==> src/rtl/cfg_loader_pkg.sv <==
package cfg_loader_pkg;
  localparam int unsigned BYTE_W = 8;
  localparam int unsigned CNT_W  = $clog2(BYTE_W);

  typedef logic [BYTE_W-1:0] cfg_byte_t;
  typedef logic [CNT_W-1:0]  bit_cnt_t;
endpackage

==> src/rtl/cfg_wr_detect.sv <==
module cfg_wr_detect (
  input  logic clk_i,
  input  logic rst_ni,
  input  logic cs_i,
  input  logic cs_ni,
  input  logic wr_i,
  output logic wr_evt_o
);
  logic wr_prev_q;
  logic sel_ok;

  always_ff @(posedge clk_i or negedge rst_ni) begin
    if (!rst_ni) wr_prev_q <= 1'b0;
    else         wr_prev_q <= wr_i;
  end

  assign sel_ok   = cs_i & ~cs_ni;
  // only the rising strobe edge counts, so a held strobe loads once
  assign wr_evt_o = wr_i & ~wr_prev_q & sel_ok;

  AST_SINGLE_EVENT: assert property (@(posedge clk_i) disable iff (!rst_ni)
    wr_evt_o |=> !wr_evt_o);

endmodule

==> src/rtl/cfg_ser_engine.sv <==
module cfg_ser_engine #(
  parameter int unsigned DATA_W    = cfg_loader_pkg::BYTE_W,
  parameter bit          MSB_FIRST = 1'b1
) (
  input  logic              clk_i,
  input  logic              rst_ni,
  input  logic              load_i,
  input  logic [DATA_W-1:0] data_i,
  output logic              busy_o,
  output logic              bit_o,
  output logic              reject_o
);
  localparam int unsigned CNT_W = (DATA_W > 1) ? $clog2(DATA_W) : 1;
  localparam logic [CNT_W-1:0] LAST = CNT_W'(DATA_W - 1);

  logic [DATA_W-1:0] sh_q;
  logic [DATA_W-1:0] sh_next;
  logic [CNT_W-1:0]  cnt_q;
  logic              busy_q;

  generate
    if (MSB_FIRST) begin : g_msb
      assign bit_o   = sh_q[DATA_W-1];
      assign sh_next = {sh_q[DATA_W-2:0], 1'b0};

      AST_MSB_ORDER: assert property (@(posedge clk_i) disable iff (!rst_ni)
        busy_q && cnt_q != LAST |=> bit_o == $past(sh_q[DATA_W-2]));
    end else begin : g_lsb
      assign bit_o   = sh_q[0];
      assign sh_next = {1'b0, sh_q[DATA_W-1:1]};
    end
  endgenerate

  always_ff @(posedge clk_i or negedge rst_ni) begin
    if (!rst_ni) begin
      sh_q   <= '0;
      cnt_q  <= '0;
      busy_q <= 1'b0;
    end else if (load_i && !busy_q) begin
      sh_q   <= data_i;
      cnt_q  <= '0;
      busy_q <= 1'b1;
    end else if (busy_q) begin
      sh_q <= sh_next;
      if (cnt_q == LAST) begin
        cnt_q  <= '0;
        busy_q <= 1'b0;
      end else begin
        cnt_q <= cnt_q + 1'b1;
      end
    end
  end

  assign busy_o   = busy_q;
  assign reject_o = load_i & busy_q;

  AST_BUSY_ON_LOAD: assert property (@(posedge clk_i) disable iff (!rst_ni)
    load_i && !busy_q |=> busy_q && cnt_q == '0);
  AST_BUSY_RELEASE: assert property (@(posedge clk_i) disable iff (!rst_ni)
    busy_q && cnt_q == LAST |=> !busy_q);
  AST_LOAD_IGNORED: assert property (@(posedge clk_i) disable iff (!rst_ni)
    load_i && busy_q && cnt_q != LAST |=> busy_q && cnt_q == $past(cnt_q) + 1'b1);

endmodule

==> src/rtl/cfg_byte_loader.sv <==
module cfg_byte_loader (
  input  logic       clk_i,
  input  logic       rst_ni,
  input  logic       cs_i,
  input  logic       cs_ni,
  input  logic       wr_i,
  input  logic [7:0] data_i,
  output logic       ready_o,
  output logic       bit_o,
  output logic       bit_vld_o,
  output logic       overrun_o
);
  import cfg_loader_pkg::*;

  logic wr_evt;
  logic busy;
  logic reject;
  logic ovr_q;

  cfg_wr_detect u_wr_detect (
    .clk_i    (clk_i),
    .rst_ni   (rst_ni),
    .cs_i     (cs_i),
    .cs_ni    (cs_ni),
    .wr_i     (wr_i),
    .wr_evt_o (wr_evt)
  );

  cfg_ser_engine #(
    .DATA_W    (BYTE_W),
    .MSB_FIRST (1'b1)
  ) u_ser_engine (
    .clk_i    (clk_i),
    .rst_ni   (rst_ni),
    .load_i   (wr_evt),
    .data_i   (data_i),
    .busy_o   (busy),
    .bit_o    (bit_o),
    .reject_o (reject)
  );

  always_ff @(posedge clk_i or negedge rst_ni) begin
    if (!rst_ni)     ovr_q <= 1'b0;
    else if (reject) ovr_q <= 1'b1;
  end

  assign ready_o   = ~busy;
  assign bit_vld_o = busy;
  assign overrun_o = ovr_q;

  AST_OVERRUN_STICKY: assert property (@(posedge clk_i) disable iff (!rst_ni)
    overrun_o |=> overrun_o);
  AST_OVERRUN_ON_BUSY_WR: assert property (@(posedge clk_i) disable iff (!rst_ni)
    wr_evt && !ready_o |=> overrun_o);
  AST_IDLE_QUIET: assert property (@(posedge clk_i) disable iff (!rst_ni)
    ready_o && !wr_evt |=> ready_o && !bit_o);

endmodule

==> config.mk <==
export PLATFORM = sky130hd
export DESIGN_NAME = cfg_byte_loader
export DESIGN_NICKNAME = d
export VERILOG_FILES = /design/src/rtl/cfg_loader_pkg.sv /design/src/rtl/cfg_wr_detect.sv /design/src/rtl/cfg_ser_engine.sv /design/src/rtl/cfg_byte_loader.sv
export SDC_FILE = /design/constraint.sdc
export NUM_CORES = 1
export LEC_CHECK = 0
export BUFFER_PORTS_ARGS = -buffer_cell sky130_fd_sc_hd__buf_2
export CORE_UTILIZATION = 25
export DETAILED_ROUTE_END_ITERATION = 10
export REMOVE_ABC_BUFFERS = 1
export SYNTH_ARGS = -nofsm -noshare
export SYNTH_HDL_FRONTEND = slang
export SYNTH_SLANG_ARGS = --single-unit
==> constraint.sdc <==
create_clock -name clk_i -period 2.1 [get_ports clk_i]
set_clock_uncertainty 0.05 [all_clocks]
set_input_delay 0.42 -clock clk_i [delete_from_list [all_inputs] [get_ports clk_i]]
set_output_delay 0.42 -clock clk_i [all_outputs]
set_load 0.01 [all_outputs]
[After elaboration in Yosys (flattened, before gate mapping)]
Index checks and enable logic that the tools add are counted.
Cells by class
  add/subtract/negate cells: 1
  equal/unequal tests: 1
  mux-type cells: 8
  bitwise gates (word level): 7
  reductions and logical operators: 3
Operators by type and width (count)
  8-bit 2-to-1 mux: 2
  3-bit 2-to-1 mux: 3
  1-bit bitwise AND: 4
  3-bit by 1-bit adder with 3-bit output, second input constant: 1
  3-bit == test, second input constant: 1
  1-bit 2-to-1 mux: 3
  1-bit NOT: 3
  2-bit nonzero test: 1
  1-bit logical AND: 1
  1-bit zero test: 1
Word-level totals
  bits in registers: 14
  output and inout port bits: 4
  word-level logic and storage cells: 25

[Longest topological paths before layout]
  depth in word-level cells: 5
  gate-level depth with buffers: 4

[Modules after synthesis]
From an unflattened synthesis, not the netlist that was laid out.
Second synthesis, totals
  cell total of the unflattened synthesis: 52
  area, all modules: 621.8 um2
By module, submodules not included
  cfg_ser_engine: instances 1, cells each 47, area each 549.3 um2, sequential area each 300.3 um2
  cfg_wr_detect: instances 1, cells each 2, area each 37.5 um2, sequential area each 25.0 um2
  cfg_byte_loader: instances 1, cells each 3, area each 35.0 um2, sequential area each 25.0 um2

[Least setup slack after synthesis]
Ideal clock, no wire load.
  path kind: reg-to-output
  from: reg u_ser_engine.busy_q (netlist: u_ser_engine.busy_o)
  to: out ready_o
  arrival time: 836 ps
  slack: 794 ps
  cell stages (with the launch flop): 3
  buffers on the path: 1
  cell sequence: dfrtp_1 > clkbuf_1 > inv_1
On the way
  cells in the longest elaborated chain, start to end: 1
Ends and longest elaborated chain
  start, declared: RTL line cfg_ser_engine.sv:19  | logic busy_q;
  start signal, assigned: RTL line cfg_ser_engine.sv:38  | busy_q <= 1'b0;
  start signal, assigned: RTL line cfg_ser_engine.sv:42  | busy_q <= 1'b1;
  start signal, assigned: RTL line cfg_ser_engine.sv:47  | busy_q <= 1'b0;
  1-bit NOT: RTL line cfg_byte_loader.sv:47  | assign ready_o = ~busy;
  end, declared: RTL line cfg_byte_loader.sv:8  | output logic ready_o,
No other way between the ends.

[Final worst setup path]
  from: reg u_wr_detect.wr_prev_q
  to: reg u_ser_engine.sh_q[7]
On the way
  cells in the longest elaborated chain, start to end: 5
  elaborated cells on any way between the ends: 6
  those cells by class: mux (1); bitwise (3); reduce/logical (2)
Ends and longest elaborated chain
  start, declared: RTL line cfg_wr_detect.sv:9  | logic wr_prev_q;
  start signal, assigned: RTL line cfg_wr_detect.sv:14  | else wr_prev_q <= wr_i;
  1-bit NOT *: RTL line cfg_wr_detect.sv:19  | assign wr_evt_o = wr_i & ~wr_prev_q & sel_ok;
  1-bit bitwise AND * (2 in a row): RTL line cfg_wr_detect.sv:19
  1-bit logical AND *: RTL line cfg_ser_engine.sv:39  | end else if (load_i && !busy_q) begin
  8-bit 2-to-1 mux or 2-bit nonzero test (tied branches)
  end signal, assigned: RTL line cfg_ser_engine.sv:40  | sh_q <= data_i;
  end signal, assigned: RTL line cfg_ser_engine.sv:44  | sh_q <= sh_next;
  end, declared: RTL line cfg_ser_engine.sv:16  | logic [DATA_W-1:0] sh_q;
Every way passes the cells marked *; elsewhere a longest branch is shown, timed or not.
A chain may end at the register's enable or synchronous reset.

==> flow_metrics.py <==
metrics = {
    "synth": {
        "synth_cells": 58,
        "syn-cell-area_um2": 628,
        "ys_seq_area_frac": 0.558,
        "yosys.cell_types.count": 16,
        "warnings_from_yosys": 0,
        "mapped_avg_cell_area_um2": 10.8,
        "synth.ff_latch_count": 14,
    },
    "clocking": {
        "cts_max_path_buffers": 2,
        "numCtsBuffers": 3,
        "cts.root.buffer_cell": "clkbuf_4",
        "post_cts_hold_buffer_count": 1,
        "worst_skew_pair.late_latency_ns": 0.28,
        "tritoncts": "built",
        "clock_sink_count": 14,
        "postCtsResizedCells": 0,
        "cts.reportedPaths.clkPinSlew_ns": 0.09,
        "htreeDepth": 1,
        "cts_post_setup_buffers_inserted": 0,
    },
    "route": {
        "detail_route.wirelength_um": 1190,
        "routed_via_density": 4.58,
        "wl_per_cell_um": 11.5,
        "first_iter_violations": 9,
        "drt_drc_violations_left": 0,
        "vias": 476,
        "drt.antenna.violating_nets": 0,
        "drt-pass1-iter-count": 4,
    },
    "cells_and_area": {
        "final_cell_mix": "buf_2, nand2_1, dfrtp_1, o21ai_0, mux2i_1",
        "fraction_of_layout_cells_with_a_size_suffix_above_1": 0.289,
        "layout.cells.most_common": "buf_2",
        "layout-area-overhead-vs-synth_pct": 22.7,
        "nNetsFinal": 92,
        "fillerInstances": 247,
        "num_antenna_cells": 0,
        "postLayoutCellArea_um2": 771,
    },
    "global_routing": {
        "grt_antenna_before_repair": 0,
        "grt_pass1_vias": 433,
        "global_route_wire_length_before_repair_um": 1980,
        "grt-ovfl-total": 0,
        "grt_start_max_net_pins": 17,
        "gr-usage-all-layers": 0.101,
    },
    "run": {
        "max-cap-violations": 0,
    },
    "power_and_ir_drop": {
        "leakagePower_nw": 0.389,
        "peakVddDrop_mv": 0.483,
        "pwr_density_cell_nw_per_um2": 1160,
    },
    "timing": {
        "rsz0062_at_grt": "false",
        "final_hold_viol_count": 0,
        "max_clock_freq_mhz": 668,
        "timing.final.setup_violations": 0,
        "final_period_minus_worst_setup_slack_ns": 1.50,
        "worst-slew-pin-transition_ns": 0.527,
        "final_max_slew_viol_count": 0,
        "final_clock_period_utilization_by_the_worst_path": 0.713,
        "totalNegativeSetupSlack_ns": 0,
        "slew-limit-headroom": 0.646,
    },
    "setup_path": {
        "crit_path_max_fanout": 9,
        "worst-endpoint-arrival_ns": 1.60,
        "end_kind": "register",
        "critical_path_required_ns": 2.20,
        "crit_path_start_kind": "register",
        "critical_path_class": "register to register",
    },
    "floorplanning": {
        "die_y_um": 52.1,
        "fp.coreArea_um2": 2300,
        "die-area_um2": 2720,
        "design.portCount": 17,
        "dieWidth_um": 52.1,
        "number_of_placement_rows": 17,
        "initial_core_util": 0.273,
    },
    "min_path": {
        "hold_path_class": "input pin to register",
    },
    "place": {
        "place_area_um2": 724,
        "io_buffer_count": 16,
        "post-dp-hpwl_um": 871,
        "gp_routability_congestion": 0.669,
    },
    "status": {
        "outcome": "finished, final reports clean",
    },
}
synthesized netlist by cell type:
library cell / instances / area [µm²]
nand2b_1: 1 / 6.26
clkbuf_1: 2 / 7.51
mux2i_1: 7 / 70.1
ha_1: 2 / 25.0
o22ai_1: 1 / 6.26
nand2_1: 14 / 52.6
a21oi_1: 1 / 5.00
buf_6: 1 / 11.3
a21o_2: 1 / 8.76
o21ai_1: 3 / 15.0
buf_4: 1 / 7.51
inv_1: 1 / 3.75
dfrtp_1: 14 / 350
o21ai_0: 7 / 35.0
nand4bb_1: 1 / 11.3
and4bb_1: 1 / 12.5
critical path, stage by stage (launching register included):
cell	delay, ns
dfrtp_1	0.38
nand4bb_1	0.52
mux2i_1	0.30
o21ai_0	0.11
report_power, final:
group	internal [mW]	leakage, nW	switching (mW)
logic	0.124	0.189	0.144
clock network	0.106	0.0210	0.0891
registers	0.361	0.179	0.0691
metal layers:
layer | part of all wire | vias to the layer above | GRT usage
li1 | - | 231 | -
met1 | 0.48 | 223 | 0.127
met2 | 0.44 | 17 | 0.150
met3 | 0.064 | 5 | 0.0439
met4 | 0.018 | 0 | 0.0405
met5 | 0 | - | 0
cells by family (layout without fill, tap and decap cells):
group | Yosys count | after routing | synth area share
AOI/OAI and AO/OA | 13 | 13 | 0.112
muxes | 7 | 7 | 0.112
buffers and inverters | 5 | 23 | 0.0478
DFF | 14 | 14 | 0.558
and+or+nand+nor | 17 | 17 | 0.131
adders and majority gates | 2 | 2 | 0.0398
registers in the layout (all words and copies together), names as in the netlist:
name,flops
overrun_o,1
u_ser_engine.sh_q,8
u_ser_engine.busy_o,1
u_wr_detect.wr_prev_q,1
u_ser_engine.cnt_q,3
worst paths after layout:
path / to / cells past startpoint / start / slack (ns)
worst max-delay path: u_ser_engine.sh_q[7]$_DFFE_PN0P_ / 3 / u_wr_detect.wr_prev_q$_DFF_PN0_ / 0.60
worst min-delay path: u_wr_detect.wr_prev_q$_DFF_PN0_ / 1 / wr_i / 0.21
worst max register to register: u_ser_engine.sh_q[7]$_DFFE_PN0P_ / 3 / u_wr_detect.wr_prev_q$_DFF_PN0_ / 0.60
worst min register to register: overrun_o$_DFFE_PN0P_ / 1 / overrun_o$_DFFE_PN0P_ / 0.41
max in group asynchronous: u_ser_engine.sh_q[6]$_DFFE_PN0P_ / 2 / rst_ni / 1.26
min in group asynchronous: u_ser_engine.cnt_q[2]$_DFFE_PN0P_ / 2 / rst_ni / 0.50
cell type report:
type	count	area (µm²)	share of cell area
clock buffers	4	36.3	0.0471
flip-flops and latches	14	350	0.455
repair buffers	18	97.6	0.127
inverters	1	3.75	0.00487
well taps	28	35.0	0.0455
multi-input cells	39	248	0.321
metrics by stage:
stage / setup slack, ns / utilization / total power, mW / hold slack (ns) / instances
6_report: 0.604 / 0.336 / 0.893 / 0.213 / 104
3_5_place_dp: 0.466 / 0.315 / 0.708 / 0.282 / 99
5_1_grt: 0.484 / 0.336 / 0.968 / 0.214 / 104
4_1_cts: 0.605 / 0.336 / 0.907 / 0.205 / 104
2_1_floorplan: 0.799 / - / 0.593 / 0.0744 / 54
3_3_place_gp: 0.567 / 0.315 / 0.695 / 0.281 / 99
Note: power is estimated with default switching activity, not from simulation.
